[config.mk]
export PLATFORM = sky130hd
export DESIGN_NAME = f64_class_unit
export DESIGN_NICKNAME = d
export VERILOG_FILES = /design/src/rtl/f64cls_pkg.sv /design/src/rtl/f64cls_split.sv /design/src/rtl/f64cls_pred.sv /design/src/rtl/f64cls_stage.sv /design/src/rtl/f64_class_unit.sv
export SDC_FILE = /design/constraint.sdc
export NUM_CORES = 1
export LEC_CHECK = 0
export BUFFER_PORTS_ARGS = -buffer_cell sky130_fd_sc_hd__buf_2
export CAP_MARGIN = 40
export CORE_UTILIZATION = 41
export CTS_CLUSTER_DIAMETER = 40
export CTS_CLUSTER_SIZE = 28
export DETAILED_ROUTE_END_ITERATION = 10
export PLACE_DENSITY = 0.87
export SYNTH_ARGS = -nofsm -noshare
export SYNTH_HDL_FRONTEND = slang
export SYNTH_HIERARCHICAL = 1
export SYNTH_SLANG_ARGS = --single-unit
[constraint.sdc]
create_clock -name clk -period 4.3 [get_ports clk]
set_input_delay 0.645 -clock clk [delete_from_list [all_inputs] [get_ports clk]]
set_output_delay 0.645 -clock clk [all_outputs]
set_load 0.02 [all_outputs]
[src/rtl/f64cls_pkg.sv]
`timescale 1ns/1ps
package f64cls_pkg;
  localparam int unsigned EXP_W  = 11;
  localparam int unsigned FRAC_W = 52;
  localparam int unsigned FP_W   = 1 + EXP_W + FRAC_W;
  localparam int unsigned CLS_W  = 10;

  // Mask bit positions; the order is architecturally visible.
  localparam int unsigned C_NINF  = 0;
  localparam int unsigned C_NNORM = 1;
  localparam int unsigned C_NSUB  = 2;
  localparam int unsigned C_NZERO = 3;
  localparam int unsigned C_PZERO = 4;
  localparam int unsigned C_PSUB  = 5;
  localparam int unsigned C_PNORM = 6;
  localparam int unsigned C_PINF  = 7;
  localparam int unsigned C_SNAN  = 8;
  localparam int unsigned C_QNAN  = 9;

  typedef struct packed {
    logic              sign;
    logic [EXP_W-1:0]  expo;
    logic [FRAC_W-1:0] frac;
  } fp_fields_t;
endpackage

[src/rtl/f64cls_split.sv]
`timescale 1ns/1ps
module f64cls_split
  import f64cls_pkg::*;
(
  input  logic [FP_W-1:0] word_i,
  output fp_fields_t      fld_o,
  output logic            exp_max_o,
  output logic            exp_min_o,
  output logic            frac_nz_o
);
  always_comb begin
    fld_o.sign = word_i[FP_W-1];
    fld_o.expo = word_i[FP_W-2 -: EXP_W];
    fld_o.frac = word_i[FRAC_W-1:0];
  end

  assign exp_max_o = &fld_o.expo;
  assign exp_min_o = ~|fld_o.expo;
  assign frac_nz_o = |fld_o.frac;
endmodule

[src/rtl/f64cls_pred.sv]
`timescale 1ns/1ps
module f64cls_pred
  import f64cls_pkg::*;
(
  input  fp_fields_t       fld_i,
  input  logic             exp_max_i,
  input  logic             exp_min_i,
  input  logic             frac_nz_i,
  output logic [CLS_W-1:0] cls_o
);
  logic quiet_bit;
  logic is_norm, is_inf, is_sub, is_zero;

  assign quiet_bit = fld_i.frac[FRAC_W-1];
  assign is_norm   = !exp_max_i && !exp_min_i;
  assign is_inf    = exp_max_i && !frac_nz_i;
  assign is_sub    = exp_min_i && frac_nz_i;
  assign is_zero   = exp_min_i && !frac_nz_i;

  always_comb begin
    cls_o          = '0;
    cls_o[C_NINF]  = is_inf  &&  fld_i.sign;
    cls_o[C_NNORM] = is_norm &&  fld_i.sign;
    cls_o[C_NSUB]  = is_sub  &&  fld_i.sign;
    cls_o[C_NZERO] = is_zero &&  fld_i.sign;
    cls_o[C_PZERO] = is_zero && !fld_i.sign;
    cls_o[C_PSUB]  = is_sub  && !fld_i.sign;
    cls_o[C_PNORM] = is_norm && !fld_i.sign;
    cls_o[C_PINF]  = is_inf  && !fld_i.sign;
    cls_o[C_SNAN]  = exp_max_i && !quiet_bit && frac_nz_i;
    cls_o[C_QNAN]  = exp_max_i && quiet_bit;
  end
endmodule

[src/rtl/f64cls_stage.sv]
`timescale 1ns/1ps
module f64cls_stage #(
  parameter int unsigned W       = 10,
  parameter bit          REG_OUT = 1'b1
) (
  input  logic         clk,
  input  logic         rst_n,
  input  logic         vld_i,
  input  logic [W-1:0] d_i,
  output logic         vld_o,
  output logic [W-1:0] q_o
);
  generate
    if (REG_OUT) begin : g_reg
      logic [W-1:0] q_r, q_nx;
      logic         v_r, v_nx;

      always_comb begin
        v_nx = vld_i;
        q_nx = q_r;
        if (vld_i) q_nx = d_i;
      end

      always_ff @(posedge clk or negedge rst_n) begin
        if (!rst_n) begin
          q_r <= '0;
          v_r <= 1'b0;
        end else begin
          q_r <= q_nx;
          v_r <= v_nx;
        end
      end

      assign q_o   = q_r;
      assign vld_o = v_r;

      p_valid_lat_r9: assert property (@(posedge clk) disable iff (!rst_n)
        vld_i |=> vld_o);
      p_load_r9: assert property (@(posedge clk) disable iff (!rst_n)
        vld_i |=> (q_o == $past(d_i)));
      p_hold_r10: assert property (@(posedge clk) disable iff (!rst_n)
        !vld_i |=> ($stable(q_o) && !vld_o));
    end else begin : g_comb
      assign q_o   = d_i;
      assign vld_o = vld_i;
    end
  endgenerate
endmodule

[src/rtl/f64_class_unit.sv]
`timescale 1ns/1ps
module f64_class_unit
  import f64cls_pkg::*;
#(
  parameter int unsigned XLEN    = 64,
  parameter bit          REG_OUT = 1'b1
) (
  input  logic            clk,
  input  logic            rst_n,
  input  logic            in_valid,
  input  logic [FP_W-1:0] operand,
  output logic            out_valid,
  output logic [XLEN-1:0] class_x,
  output logic            ninf_o,
  output logic            nnorm_o,
  output logic            nsub_o,
  output logic            nzero_o,
  output logic            pzero_o,
  output logic            psub_o,
  output logic            pnorm_o,
  output logic            pinf_o,
  output logic            snan_o,
  output logic            qnan_o,
  output logic            nan_o
);
  localparam int unsigned PAD_W = XLEN - CLS_W;

  fp_fields_t       fld;
  logic             exp_max, exp_min, frac_nz;
  logic [CLS_W-1:0] cls_now, cls_out;

  f64cls_split u_split (
    .word_i    (operand),
    .fld_o     (fld),
    .exp_max_o (exp_max),
    .exp_min_o (exp_min),
    .frac_nz_o (frac_nz)
  );

  f64cls_pred u_pred (
    .fld_i     (fld),
    .exp_max_i (exp_max),
    .exp_min_i (exp_min),
    .frac_nz_i (frac_nz),
    .cls_o     (cls_now)
  );

  f64cls_stage #(.W(CLS_W), .REG_OUT(REG_OUT)) u_stage (
    .clk   (clk),
    .rst_n (rst_n),
    .vld_i (in_valid),
    .d_i   (cls_now),
    .vld_o (out_valid),
    .q_o   (cls_out)
  );

  assign class_x = {{PAD_W{1'b0}}, cls_out};

  assign ninf_o  = cls_now[C_NINF];
  assign nnorm_o = cls_now[C_NNORM];
  assign nsub_o  = cls_now[C_NSUB];
  assign nzero_o = cls_now[C_NZERO];
  assign pzero_o = cls_now[C_PZERO];
  assign psub_o  = cls_now[C_PSUB];
  assign pnorm_o = cls_now[C_PNORM];
  assign pinf_o  = cls_now[C_PINF];
  assign snan_o  = cls_now[C_SNAN];
  assign qnan_o  = cls_now[C_QNAN];
  assign nan_o   = cls_now[C_SNAN] | cls_now[C_QNAN];

  p_onehot_r7: assert property (@(posedge clk) disable iff (!rst_n)
    in_valid |-> ($countones(cls_now) == 1));
  p_nan_sign_r6: assert property (@(posedge clk) disable iff (!rst_n)
    in_valid |-> (nan_o == (exp_max && frac_nz)));
  p_out_onehot_r7: assert property (@(posedge clk) disable iff (!rst_n)
    out_valid |-> $onehot0(cls_out) && (cls_out != '0));
endmodule

==> results.yml, run 1 <==
cts:
  clk_pin_slew_worst_paths_ns: 0.07
  cts_made_buffers: 3
  postCtsHoldBufs: 0
  htreeDepth: 1
  post_cts_buffers: 0
  worstSkewPairLatency_ns: 0.26
  cts_resized: 0
  cts_tree: "built"
  root_buffer: "clkbuf_4"
  cts_sinks: 11
  ctsLongestPathBuffers: 2
place:
  place_inst: 231
  portBuffers: 88
  dpl.hpwl_um: 2420
  routabilityCongestion: 0.702
power:
  pwr-share-seq: 0.395
  clkPwrFrac: 0.253
  power.net_switching_mw: 0.0993
  vdd_drop_max_uv: 168
  p_leak_nw: 0.862
  switching_share: 0.366
  p_int_mw: 0.172
  combinationalPowerShare: 0.352
  powerDensity_mw_per_mm2: 195
routing:
  antenna_left: 0
  drt-initial-drc-count: 9
  dr.pass1.iters: 4
  drc_errors: 0
  vias: 996
  viasPerCell: 4.24
  post_drt_wl_per_cell_um: 11.4
  routed_wl_um: 2690
die:
  io_pins: 143
  start_util: 0.441
  dieArea_mm2: 0.00293
  core_area_mm2: 0.00252
  rows: 18
  die_h_um: 54.1
  die_w_um: 54.1
sta:
  fmax_ghz: 0.312
  final.period_utilization: 0.745
  hold_slack_ns: 0.228
  tns_ns: 0
  finalSetupViolCount: 0
  tightestPinTransition_ns: 0.583
  period_minus_slack_ns: 3.20
  relSlewSlack: 0.608
  hold_viol_final: 0
  rsz0062_at_grt: "false"
  finalClockSkew_ns: 0
  drv_slew: 0
flow_run:
  drv_cap: 0
cells_and_area:
  drive_gt1_frac: 0.522
  insertedDiodeCount: 0
  area_growth_syn_to_layout_pct: 25.1
  instances_no_fill: 235
  finalNetCount: 273
worst_setup_path:
  r2r_slack_ns: 3.52
  cp.arrival_ns: 2.56
  required_ns: 3.65
  worst_setup_path_start_kind: "input pin"
  worst-path-max-fanout: 7
  endpoint_kind: "output pin"
  path_class: "input pin to output pin"
global_routing:
  grtUsageTotal: 0.163
  grt_max_degree: 12
  grt_pass1_vias: 766
  grt_overflow: 0
  antenna_found_initial: 0
  grt_first_pass_wirelength_um: 3350
synthesis:
  syn_area_per_cell_um2: 9.59
  syn_area_mm2: 0.00111
  syn_inst: 116
  yosys_warnings: 6
min_path:
  worstHoldPathType: "input pin to asynchronous set/reset pin"
run_status:
  status: "completed"
[sequential cells by signal, summed over array words and instances (netlist names)]
| name | cells |
|---|---|
| u_stage/q_o | 10 |
| u_stage/vld_o | 1 |
[power groups by stage]
stage	registers, mW	clock network [mW]	logic, mW
after global placement	0.109	0	0.0933
after detailed placement	0.109	0	0.0946
after global routing	0.107	0.0770	0.104
after CTS	0.107	0.0710	0.0947
after floorplan	0.112	0	0.0933
final	0.107	0.0687	0.0954
[area by class of cell]
class                      count  area (um^2)
clock buffer                   4         26.3
fill                         255         1130
timing repair buffer          89          448
multi-input combinational    101          604
tap                           30         37.5
sequential                    11          275
[critical path, stage by stage]
cell and delay, ns:
buf_2 0.10, nor4_1 0.41, nand4_1 0.14, or4_1 0.65, and3b_2 0.27, or2_1 0.20, buf_2 0.16
[per-layer routing]
layer / track usage / share of wire / up-vias
met5: 0 / 0 / -
met4: 0.0855 / 0.013 / 0
met3: 0.0113 / 0.074 / 4
met2: 0.284 / 0.52 / 61
met1: 0.197 / 0.40 / 452
li1: - / - / 479
[path summary, 6_finish.rpt]
path,start,end,cells after the start
max,operand[7],nan_o,7
min,rst_n,u_stage/q_o[6],1
max reg2reg,u_stage/q_o[7],u_stage/q_o[7],1
min reg2reg,u_stage/q_o[0],u_stage/q_o[0],1
max in group asynchronous,rst_n,u_stage/q_o[9],1
min in group clk,u_stage/q_o[0],u_stage/q_o[0],1
[layout by cell type (no fill, tap or decap), types with 3 or more instances in the layout]
cell type,instances
conb_1,54
nor4_1,15
dfrtp_1,11
mux2_4,10
nand4_1,4
clkbuf_4,3
buf_2,88
[stage by stage]
stage	instance area, um^2	power (mW)	worst slack, ns	util
floorplan	1310	0.205	1.44	-
global placement	1370	0.202	1.07	0.541
detailed placement	1370	0.203	1.05	0.541
CTS	1390	0.273	1.04	0.552
global route	1390	0.288	0.895	0.552
finish	1390	0.271	1.10	0.552
Power figures use the tool's default switching activity.
==> inputs of run 2 (changes only) <==
- ABC_AREA: not set -> 1
- CORE_UTILIZATION: 41 -> 39
- PLACE_DENSITY: 0.87 -> 0.83
- clock period: 4.3 -> 3.1 ns (I/O delays scaled with it)
==> run 2 against run 1 <==
Worst hold slack got worse by 0.17 ns. Global-route usage down 0.45 points. Via count rose by 17%. Sequential cell count is the same. Core utilization fell by 3.8 points. Largest power group unchanged. Clock skew is the same. Critical path depth is 1 higher. Register-to-register slack got worse by 1.0 ns. Clock-buffer cell count is the same. Clock power increased by 41%.
==> results.yml, run 2 <==
worst_setup_path:
  cp.arrival_ns: 1.60
  timing.rr.start: "u_stage/q_o[5]"
  r2r_slack_ns: 2.49
  path_class: "input pin to output pin"
  timing.rr.end: "u_stage/q_o[5]"
  cp_slowest_cell: "nor3_1"
  rr_worst_depth: 2
  endpoint_kind: "output pin"
  worst_setup_path_start_kind: "input pin"
  max_stage_delay_ns: 0.38
  path_buf_inv: 3
  crit_path_cell_trace: "buf_2 > nand4_1 > nor3_1 > nand2_1 > nor2_1 > inv_1 > nand2_1 > buf_2"
  required_ns: 2.63
  cpLargestDelayFamily: "simple AND/OR/NAND/NOR gates"
  worst-path-max-fanout: 4
cts:
  ctsLongestPathBuffers: 2
  worstSkewPairLatency_ns: 0.26
  cts_tree: "built"
  cts_resized: 0
  clk_pin_slew_worst_paths_ns: 0.07
  cts_sinks: 11
  htreeDepth: 1
  cts_made_buffers: 3
  post_cts_buffers: 0
  postCtsHoldBufs: 0
  root_buffer: "clkbuf_4"
die:
  core_area_mm2: 0.00278
  start_util: 0.416
  dieArea_mm2: 0.00319
  die_h_um: 56.4
  rows: 19
  die_w_um: 56.4
  io_pins: 143
sta:
  period_minus_slack_ns: 2.06
  drv_slew: 0
  final.period_utilization: 0.666
  fmax_ghz: 0.484
  rsz0062_at_grt: "false"
  finalClockSkew_ns: 0
  finalSetupViolCount: 0
  hold_viol_final: 0
  tns_ns: 0
synthesis:
  syn_inst: 183
  syn_area_mm2: 0.00116
  syn_area_per_cell_um2: 6.32
  yosys_warnings: 6
place:
  portBuffers: 88
  routabilityCongestion: 0.788
  dpl.hpwl_um: 2190
  place_inst: 298
  dpl_cell_area_mm2: 0.00140
routing:
  routed_wl_um: 2440
  antenna_left: 0
  drt-initial-drc-count: 37
  post_drt_wl_per_cell_um: 8.08
  viasPerCell: 3.87
  drc_errors: 0
  vias: 1170
  dr.pass1.iters: 4
cells_and_area:
  layout_commonest_cell: "buf_2"
  instances_no_fill: 302
  drive_gt1_frac: 0.343
  finalNetCount: 339
  insertedDiodeCount: 0
  largest_reg_flops: 10
  design_area_mm2: 0.00143
  area_growth_syn_to_layout_pct: 23.6
  mostFrequentLayoutCells: "88 x buf_2, 54 x conb_1, 51 x nand2_1"
  fillers: 297
power:
  power_mw: 0.379
  vdd_drop_max_uv: 297
  powerDensity_mw_per_mm2: 265
  p_leak_nw: 0.938
global_routing:
  grt_first_pass_wirelength_um: 4110
  grt_pass1_vias: 1019
  antenna_found_initial: 0
  grtUsageTotal: 0.158
  grt_max_degree: 13
  grt_overflow: 0
flow_run:
  drv_cap: 0
min_path:
  worstHoldPathType: "input pin to asynchronous set/reset pin"
run_status:
  status: "completed"
==> run 2: cell type report <==
cell class / instances / area (um^2) / share of cell area
Inverter: 8 / 30.0 / 0.0210
Sequential cell: 11 / 275 / 0.193
Clock buffer: 4 / 26.3 / 0.0184
Timing Repair Buffer: 88 / 440 / 0.308
Tap cell: 31 / 38.8 / 0.0271
Multi-Input combinational cell: 160 / 618 / 0.433
==> run 2: stage by stage <==
stage,utilization,setup slack (ns),hold WS (ns)
6_report,0.514,1.04,0.0564
5_1_grt,0.514,0.805,0.0524
4_1_cts,0.514,0.987,0.0494
3_5_place_dp,0.504,0.988,0.344
3_3_place_gp,0.504,1.03,0.339
2_1_floorplan,-,1.10,0.169
==> run 2: report_power, final <==
part           leakage [nW]  internal, mW  total, mW  switching [mW]
sequential            0.148         0.146      0.148         0.00135
combinational         0.775        0.0399      0.134          0.0940
clock                0.0150        0.0498     0.0971          0.0474
==> run 2: worst max-delay path by stage <==
stage / from / end / slack [ns] / depth (start not counted)
2_1_floorplan: operand[60] / nan_o / 1.10 / 6
3_3_place_gp: operand[60] / nan_o / 1.03 / 8
3_5_place_dp: operand[61] / nan_o / 0.99 / 8
4_1_cts: operand[61] / nan_o / 0.99 / 8
5_1_grt: operand[55] / nan_o / 0.80 / 8
6_report: operand[61] / nan_o / 1.04 / 8
==> run 2: layer usage <==
| metal | wire, um | track usage | share of wire | vias to the layer above |
|---|---|---|---|---|
| met5 | 0 | 0 | 0 | - |
| met4 | 11 | 0.0627 | 0.0045 | 0 |
| met3 | 226 | 0.0300 | 0.093 | 2 |
| met2 | 1270 | 0.294 | 0.52 | 70 |
| met1 | 930 | 0.174 | 0.38 | 480 |
| li1 | - | - | - | 618 |
==> run 2: worst reg2reg max path, stage by stage (launching register included) <==
cell and delay, ns:
dfrtp_1 0.39, nand2_1 0.07, nand2_1 0.05
